[config.mk]
export PLATFORM = sky130hd
export DESIGN_NAME = synth_pwr_seq
export DESIGN_NICKNAME = d
export VERILOG_FILES = /design/src/rtl/synth_pwr_seq.sv
export SDC_FILE = /design/constraint.sdc
export NUM_CORES = 1
export LEC_CHECK = 0
export BUFFER_PORTS_ARGS = -buffer_cell sky130_fd_sc_hd__buf_2
export CAP_MARGIN = 40
export CELL_PAD_IN_SITES_DETAIL_PLACEMENT = 2
export CELL_PAD_IN_SITES_GLOBAL_PLACEMENT = 2
export CORE_ASPECT_RATIO = 1.5
export CORE_MARGIN = 2
export CORE_UTILIZATION = 10
export CTS_CLUSTER_DIAMETER = 80
export DETAILED_ROUTE_END_ITERATION = 8
export PLACE_DENSITY = 0.67
export SLEW_MARGIN = 40
export SYNTH_ARGS = -nofsm -noshare
export SYNTH_HDL_FRONTEND = slang
export SYNTH_SLANG_ARGS = --single-unit
export TNS_END_PERCENT = 10
[constraint.sdc]
create_clock -name clk -period 0.9 [get_ports clk]
set_clock_uncertainty 0.05 [all_clocks]
set_input_delay 0.27 -clock clk [delete_from_list [all_inputs] [get_ports clk]]
set_output_delay 0.27 -clock clk [all_outputs]
set_load 0.1 [all_outputs]
[src/rtl/synth_pwr_seq.sv]
module synth_pwr_seq #(
  parameter int unsigned WORD_W   = 24,
  parameter int unsigned CTRL_W   = 2,
  parameter logic [CTRL_W-1:0] FUNC_SEL = 2'b10,
  parameter int unsigned PD1_POS  = 3,
  parameter int unsigned PD2_POS  = 21,
  parameter int unsigned CRST_POS = 2
) (
  input  logic              clk,
  input  logic              rst_n,
  input  logic              chip_en,
  input  logic              wr_en,
  input  logic [WORD_W-1:0] wr_word,
  input  logic              cp_event,
  output logic              pwr_down,
  output logic              ctr_load,
  output logic              cp_tristate,
  output logic              ld_reset,
  output logic              ctr_rst
);

  logic pd_req_q, pd_gated_q, crst_q;
  logic ce_hold_q, sync_dn_q;
  logic fl_hit, pd_req_n, pd_gated_n, crst_n;
  logic armed, async_dn, sync_dn_d;

  assign fl_hit     = wr_en && (wr_word[CTRL_W-1:0] == FUNC_SEL);
  assign pd_req_n   = fl_hit ? wr_word[PD1_POS]  : pd_req_q;
  assign pd_gated_n = fl_hit ? wr_word[PD2_POS]  : pd_gated_q;
  assign crst_n     = fl_hit ? wr_word[CRST_POS] : crst_q;

  assign armed     = pd_req_q & pd_gated_q & ~sync_dn_q;
  assign async_dn  = pd_req_q & ~pd_gated_q;
  assign sync_dn_d = pd_req_n & (sync_dn_q | (armed & cp_event));

  always_ff @(posedge clk) begin
    if (!rst_n) begin
      pd_req_q   <= 1'b0;
      pd_gated_q <= 1'b0;
      crst_q     <= 1'b0;
      ce_hold_q  <= 1'b0;
      sync_dn_q  <= 1'b0;
    end else begin
      pd_req_q   <= pd_req_n;
      pd_gated_q <= pd_gated_n;
      crst_q     <= crst_n;
      ce_hold_q  <= ~chip_en;
      sync_dn_q  <= sync_dn_d;
    end
  end

  assign pwr_down    = ~chip_en | ce_hold_q | async_dn | sync_dn_q;
  assign ctr_load    = pwr_down;
  assign cp_tristate = pwr_down;
  assign ld_reset    = pwr_down;
  assign ctr_rst     = crst_q;

endmodule

==> impl_metrics.csv, run 1 <==
group,metric,value,unit
grt,use_met2,9.33,%
clock_network,clock-sinks,5,
clock_network,clkTransAtPathRegs,0.04,ns
logic_synthesis,synthCells,21,
clock_network,clockRootBuffer,"clkbuf_4",
setup_path,cp-end-kind,"output port",
die,ios,34,
die,die_area,2720,um2
hold_path,hp-class,"in -> reg",
detailed_routing,via_per_inst,3.69,
sta,timing.fmax,745,MHz
logic_synthesis,synth_compound_area_share,2.70,%
logic_synthesis,synthTopCellsByArea,"dfxtp_1 (43%), mux2i_1 (13%), nor2b_1 (11%), buf_4 (9.7%), nand3b_4 (8.6%)",
logic_synthesis,netlist.top_cell.by_area,"dfxtp_1",
setup_path,path_cells,"nor2_4 > nand3_4 > buf_12",
pwr,power,744,uW
place,hpwl,507,um
sta,worstMarginPinSlew,0.150,ns
logic_synthesis,synth_cell_types,10,
clock_network,max-clock-path-buffers,2,
hold_path,hold_start,"chip_en",
final_layout,fin_nets,68,
die,die_h,62.9,um
place,io_buffer_count,14,
sta,relSlewSlack,89.8,%
die,die_w,43.3,um
grt,grt_pass1_vias,246,
place,place_congestion,0.656,
detailed_routing,drt_pass1_iterations,1,
logic_synthesis,synth-seq-area-share,43.2,%
run_status,status,"complete, but fails checks",
sta,final_max_slew_viol_count,0,
setup_path,worstPathArrival,1.02,ns
detailed_routing,num_vias,225,
final_layout,fin_area,477,um2
final_layout,nFillCells,272,
grt,grt_max_degree,6,
pwr,leakage,0.211,nW
die,coreArea,2210,um2
logic_synthesis,synth_seq_cells,5,
detailed_routing,remaining_drc_errors,0,
pwr,p_per_area,1560,nW/um2
detailed_routing,wl,590,um
die,start_util,10.5,%
final_layout,drive_above_1_share,81.6,%
grt,grt_pass1_wl,972,um
grt,met3_usage,3.18,%
logic_synthesis,yosys.area_share.xor_xnor,0,%
logic_synthesis,synth_fp_nets,50,
sta,fin_setup_tns,-1.95,ns
sta,finalSetupViolations,5,
detailed_routing,dr.first_iter.drc_count,0,
grt,busiest_layer,"met2",
logic_synthesis,synth_top_family_by_area,"simple AND/OR/NAND/NOR gates",
detailed_routing,drtAntennaViolNets,0,
grt,overflow,0,
setup_path,critical_path_class,"reg -> out",
pwr,peakVddDrop,0.000291,V
clock_network,worstSkewPairLatency,0.24,ns
final_layout,diodes,0,
sta,setup_slack,-0.443,ns
setup_path,start_kind,"flip-flop",
logic_synthesis,synth_fa_ha_area_share,0,%
grt,globalRouteMet1Util,2.79,%
final_layout,area_growth,106,%
setup_path,path_max_fanout,4,
sta,period_needed,1.34,ns
setup_path,crit_slowest_cell,"dfxtp_2",
logic_synthesis,synth_top_area_share,43.2,%
sta,rsz0062_at_grt,"true",
setup_path,r2r_start,"pd_req_q$_SDFF_PN0_",
setup_path,slowest_delay,0.32,ns
setup_path,critPathRequiredTime,0.58,ns
clock_network,cts_tree,"yes",
detailed_routing,wl_per_cell,9.67,um
logic_synthesis,synth_mux_area_share,13.0,%
grt,track_usage,5.73,%
grt,antenna_found_initial,0,
clock_network,cts_setup_buffers,0,
clock_network,hold_buffers,0,
final_layout,final_cell_count_no_fill,61,
job,cap_violations,0,
setup_path,crit_start,"ce_hold_q$_SDFF_PN0_",
logic_synthesis,syn_area_per_cell,11.0,um2
place,dpl_cell_area,428,um2
sta,hold_viol_final,0,
clock_network,cts_buffers,3,
place,dpl.cell_count,57,
logic_synthesis,syn_area,231,um2
logic_synthesis,synth-simple-area-share,31.4,%
run_status,violations,"setup timing",
sta,fin_crit_sh,149,%
die,rows,21,
logic_synthesis,yosys_warnings,0,
clock_network,htree_levels,1,
critical path, delay by kind of cell (launching register included):
| kind | cells | cell delay (ns) |
|---|---|---|
| buffers and inverters | 1 | 0.20 |
| DFF | 1 | 0.32 |
| and+or+nand+nor | 2 | 0.26 |
logic make-up after synthesis:
| logic type | Yosys count |
|---|---|
| DFF | 5 |
| and+or+nand+nor | 9 |
| AOI/OAI and AO/OA | 1 |
| muxes | 3 |
| buffers and inverters | 3 |
placed cells by master, fill, tap and decap left out:
| cell type | synthesis | final |
|---|---|---|
| nor2b_1 | 4 | 4 |
| nand3b_4 | 1 | 1 |
| buf_4 | 3 | 2 |
| dfxtp_2 | 0 | 5 |
| buf_2 | 0 | 9 |
| clkbuf_4 | 0 | 3 |
| nand3_4 | 0 | 1 |
| mux2i_1 | 3 | 2 |
| nand2b_4 | 0 | 1 |
| a31oi_2 | 0 | 1 |
| nor2_4 | 0 | 1 |
| clkbuf_1 | 0 | 1 |
| mux2i_4 | 0 | 1 |
| buf_12 | 0 | 5 |
| nor3b_2 | 1 | 1 |
Yosys cell counts:
cell type,instances
dfxtp_1,5
nor2b_1,4
buf_4,3
mux2i_1,3
a31oi_1,1
nand2b_1,1
nand3_1,1
nand3b_4,1
nor2_1,1
nor3b_2,1
registers in the layout (all words and copies together), names as in the netlist:
name        cells
ce_hold_q       1
pd_req_q        1
ctr_rst         1
pd_gated_q      1
sync_dn_q       1
stage by stage:
stage / utilization, % / setup slack, ns / hold WS [ns]
final: 21.6 / -0.443 / 0.175
after global routing: 21.6 / -0.501 / 0.164
after CTS: 21.5 / -0.473 / 0.174
after detailed placement: 19.4 / -0.207 / 0.433
after global placement: 19.4 / -0.189 / 0.425
after floorplan: - / -0.490 / 0.284
cell type report:
class | instances | area [um2] | share of cell area (%)
timing repair buffer | 16 | 160 | 33.6
sequential | 5 | 106 | 22.3
tap | 23 | 28.8 | 6.04
multi-input combinational | 13 | 155 | 32.5
clock buffer | 4 | 26.3 | 5.51
path summary, 6_finish.rpt:
check	endpoint	slack [ns]	cells after the start
min reg2reg	ctr_rst$_SDFFE_PN0P_	0.50	2
max	pwr_down	-0.44	3
min	ce_hold_q$_SDFF_PN0_	0.17	2
max reg2reg	sync_dn_q$_SDFF_PN0_	0.02	3
power breakdown:
part	switching (mW)	leakage, nW	internal [mW]	total (mW)
Combinational	0.150	0.153	0.0973	0.248
Clock	0.0926	0.0150	0.168	0.260
Sequential	0.00555	0.0429	0.231	0.236
Total	0.249	0.211	0.496	0.744
per-layer routing:
layer | up-vias | routed length (um)
li1 | 102 | -
met1 | 104 | 144
met2 | 14 | 330
met3 | 5 | 69
met4 | 0 | 45
met5 | - | 0
repair_timing:
| action | CTS | global route |
|---|---|---|
| setup endpoints to repair | 7 | 7 |
| pin swaps | 0 | 1 |
| gates resized for setup | 4 | 2 |
Note: power is estimated with default switching activity, not from simulation.
==> run 2, diff against run 1 <==
- CORE_ASPECT_RATIO: 1.5 -> not set
- CORE_UTILIZATION: 10 -> 12
- PLACE_DENSITY: 0.67 -> 0.75
- RECOVER_POWER: not set -> 25
- clock period: 0.9 -> 1.4 ns (I/O delays scaled with it)
==> run 2 against run 1 <==
Against the previous run:
- the run still ends with setup timing left
- register-to-register slack better by 0.51 ns
- sequential cell count stayed put
- first-iteration DRC count stayed put
- via count is 1.8% lower
==> impl_metrics.csv, run 2 (synthesized netlist as in run 1, its figures left out) <==
group,metric,value,unit
detailed_routing,wl_per_cell,9.97,um
setup_path,critPathRequiredTime,0.93,ns
sta,relSlewSlack,85.0,%
die,coreArea,1760,um2
final_layout,fin_nets,68,
place,io_buffer_count,14,
final_layout,area_growth,97.8,%
detailed_routing,remaining_drc_errors,0,
sta,final_max_slew_viol_count,0,
setup_path,critical_path_class,"reg -> out",
detailed_routing,drt_pass1_iterations,1,
detailed_routing,via_per_inst,3.51,
clock_network,htree_levels,1,
sta,period_needed,1.51,ns
hold_path,hold_path_depth,2,
run_status,status,"complete, but fails checks",
run_status,violations,"setup timing",
pwr,leakage,0.211,nW
grt,grt_pass1_vias,233,
detailed_routing,num_vias,221,
clock_network,clockRootBuffer,"clkbuf_4",
job,cap_violations,0,
setup_path,cp-end-kind,"output port",
pwr,pwr-share-comb,32.0,%
die,start_util,13.1,%
die,ios,34,
sta,worstMarginPinSlew,0.219,ns
hold_path,hp-class,"in -> reg",
pwr,intPower,314,uW
final_layout,diodes,0,
clock_network,worstSkewPairLatency,0.24,ns
setup_path,worstPathArrival,1.04,ns
pwr,netSwitchingFraction,33.8,%
detailed_routing,drtAntennaViolNets,0,
sta,rsz0062_at_grt,"true",
pwr,p_per_area,1030,nW/um2
clock_network,cts_tree,"yes",
pwr,clockPowerShare,35.8,%
grt,grt_max_degree,6,
final_layout,final_common_cell,"buf_2",
clock_network,hold_buffers,0,
sta,finalSetupViolations,4,
setup_path,start_kind,"flip-flop",
sta,setup_slack,-0.111,ns
final_layout,drive_above_1_share,71.1,%
pwr,peakVddDrop,0.000309,V
final_layout,final_cell_mix,"buf_2 (8), buf_12 (5), nor2b_1 (4), dfxtp_2 (4)",
clock_network,max-clock-path-buffers,2,
detailed_routing,wl,628,um
place,place_congestion,0.623,
place,dpl_cell_area,415,um2
grt,antenna_found_initial,0,
grt,grt_pass1_wl,972,um
die,die_w,47.9,um
grt,overflow,0,
clock_network,clkTransAtPathRegs,0.04,ns
final_layout,postLayoutCoreUtil,26.0,%
grt,track_usage,7.00,%
sta,hold_ws,0.323,ns
sta,timing.fmax,662,MHz
clock_network,cts_buffers,3,
die,rows,15,
sta,hold_viol_final,0,
setup_path,reg2regPathDepth,3,
clock_network,clock-sinks,5,
detailed_routing,dr.first_iter.drc_count,0,
pwr,p_switching,160,uW
die,die_area,2300,um2
die,die_h,47.9,um
place,place_ws,0.0412,ns
final_layout,fin_area,458,um2
setup_path,path_max_fanout,4,
pwr,power_frac_seq,32.2,%
sta,fin_crit_sh,108,%
run 2: cell count changes in the layout (fill, tap and decap cells not counted), sizes merged:
| cell | before | now |
|---|---|---|
| buf | 16 | 15 |
| clkbuf | 4 | 5 |
run 2: final timing paths:
check                       startpoint              endpoint  slack [ns]
setup / recovery  sync_dn_q$_SDFF_PN0_           cp_tristate       -0.11
hold / removal                 chip_en  ce_hold_q$_SDFF_PN0_        0.32
setup reg to reg  sync_dn_q$_SDFF_PN0_  sync_dn_q$_SDFF_PN0_        0.53
hold reg to reg   ctr_rst$_SDFFE_PN0P_  ctr_rst$_SDFFE_PN0P_        0.52
run 2: power by group through the flow:
stage | Clock [mW] | Combinational, mW | Sequential, mW
5_1_grt | 0.181 | 0.158 | 0.153
2_1_floorplan | 0 | 0.112 | 0.161
4_1_cts | 0.177 | 0.154 | 0.152
3_5_place_dp | 0 | 0.152 | 0.155
3_3_place_gp | 0 | 0.151 | 0.155
6_report | 0.170 | 0.152 | 0.153
run 2: area by class of cell:
| class | instances | area, um2 |
|---|---|---|
| fill | 212 | 1310 |
| tap | 25 | 31.3 |
| timing repair buffer | 16 | 159 |
| clock buffer | 4 | 26.3 |
| sequential | 5 | 105 |
| multi-input combinational | 13 | 136 |
run 2: worst max-delay path, stage by stage (launching register included):
cell     delay (ns)
dfxtp_2        0.33
nor2_4         0.12
nand3_4        0.14
buf_12         0.20
run 2: repair_timing:
item	CTS	global route
resized for setup	1	1
endpoints found under the setup margin	4	4
buffers inserted	1	1
endpoints found under the hold margin	0	0
pin swaps	0	2
run 2: through the flow:
stage          power, mW  std cells  setup TNS, ns
2_1_floorplan      0.273         21         -0.419
3_3_place_gp       0.305         57              0
3_5_place_dp       0.308         57              0
4_1_cts            0.483         62         -0.475
5_1_grt            0.492         63         -0.587
6_report           0.474         63         -0.444
run 2: layer usage:
metal	track usage, %	vias to the layer above	share of wire, %
li1	-	101	-
met1	6.01	99	36
met2	11.2	17	48
met3	3.02	4	11
met4	8.11	0	4.9
met5	0	-	0
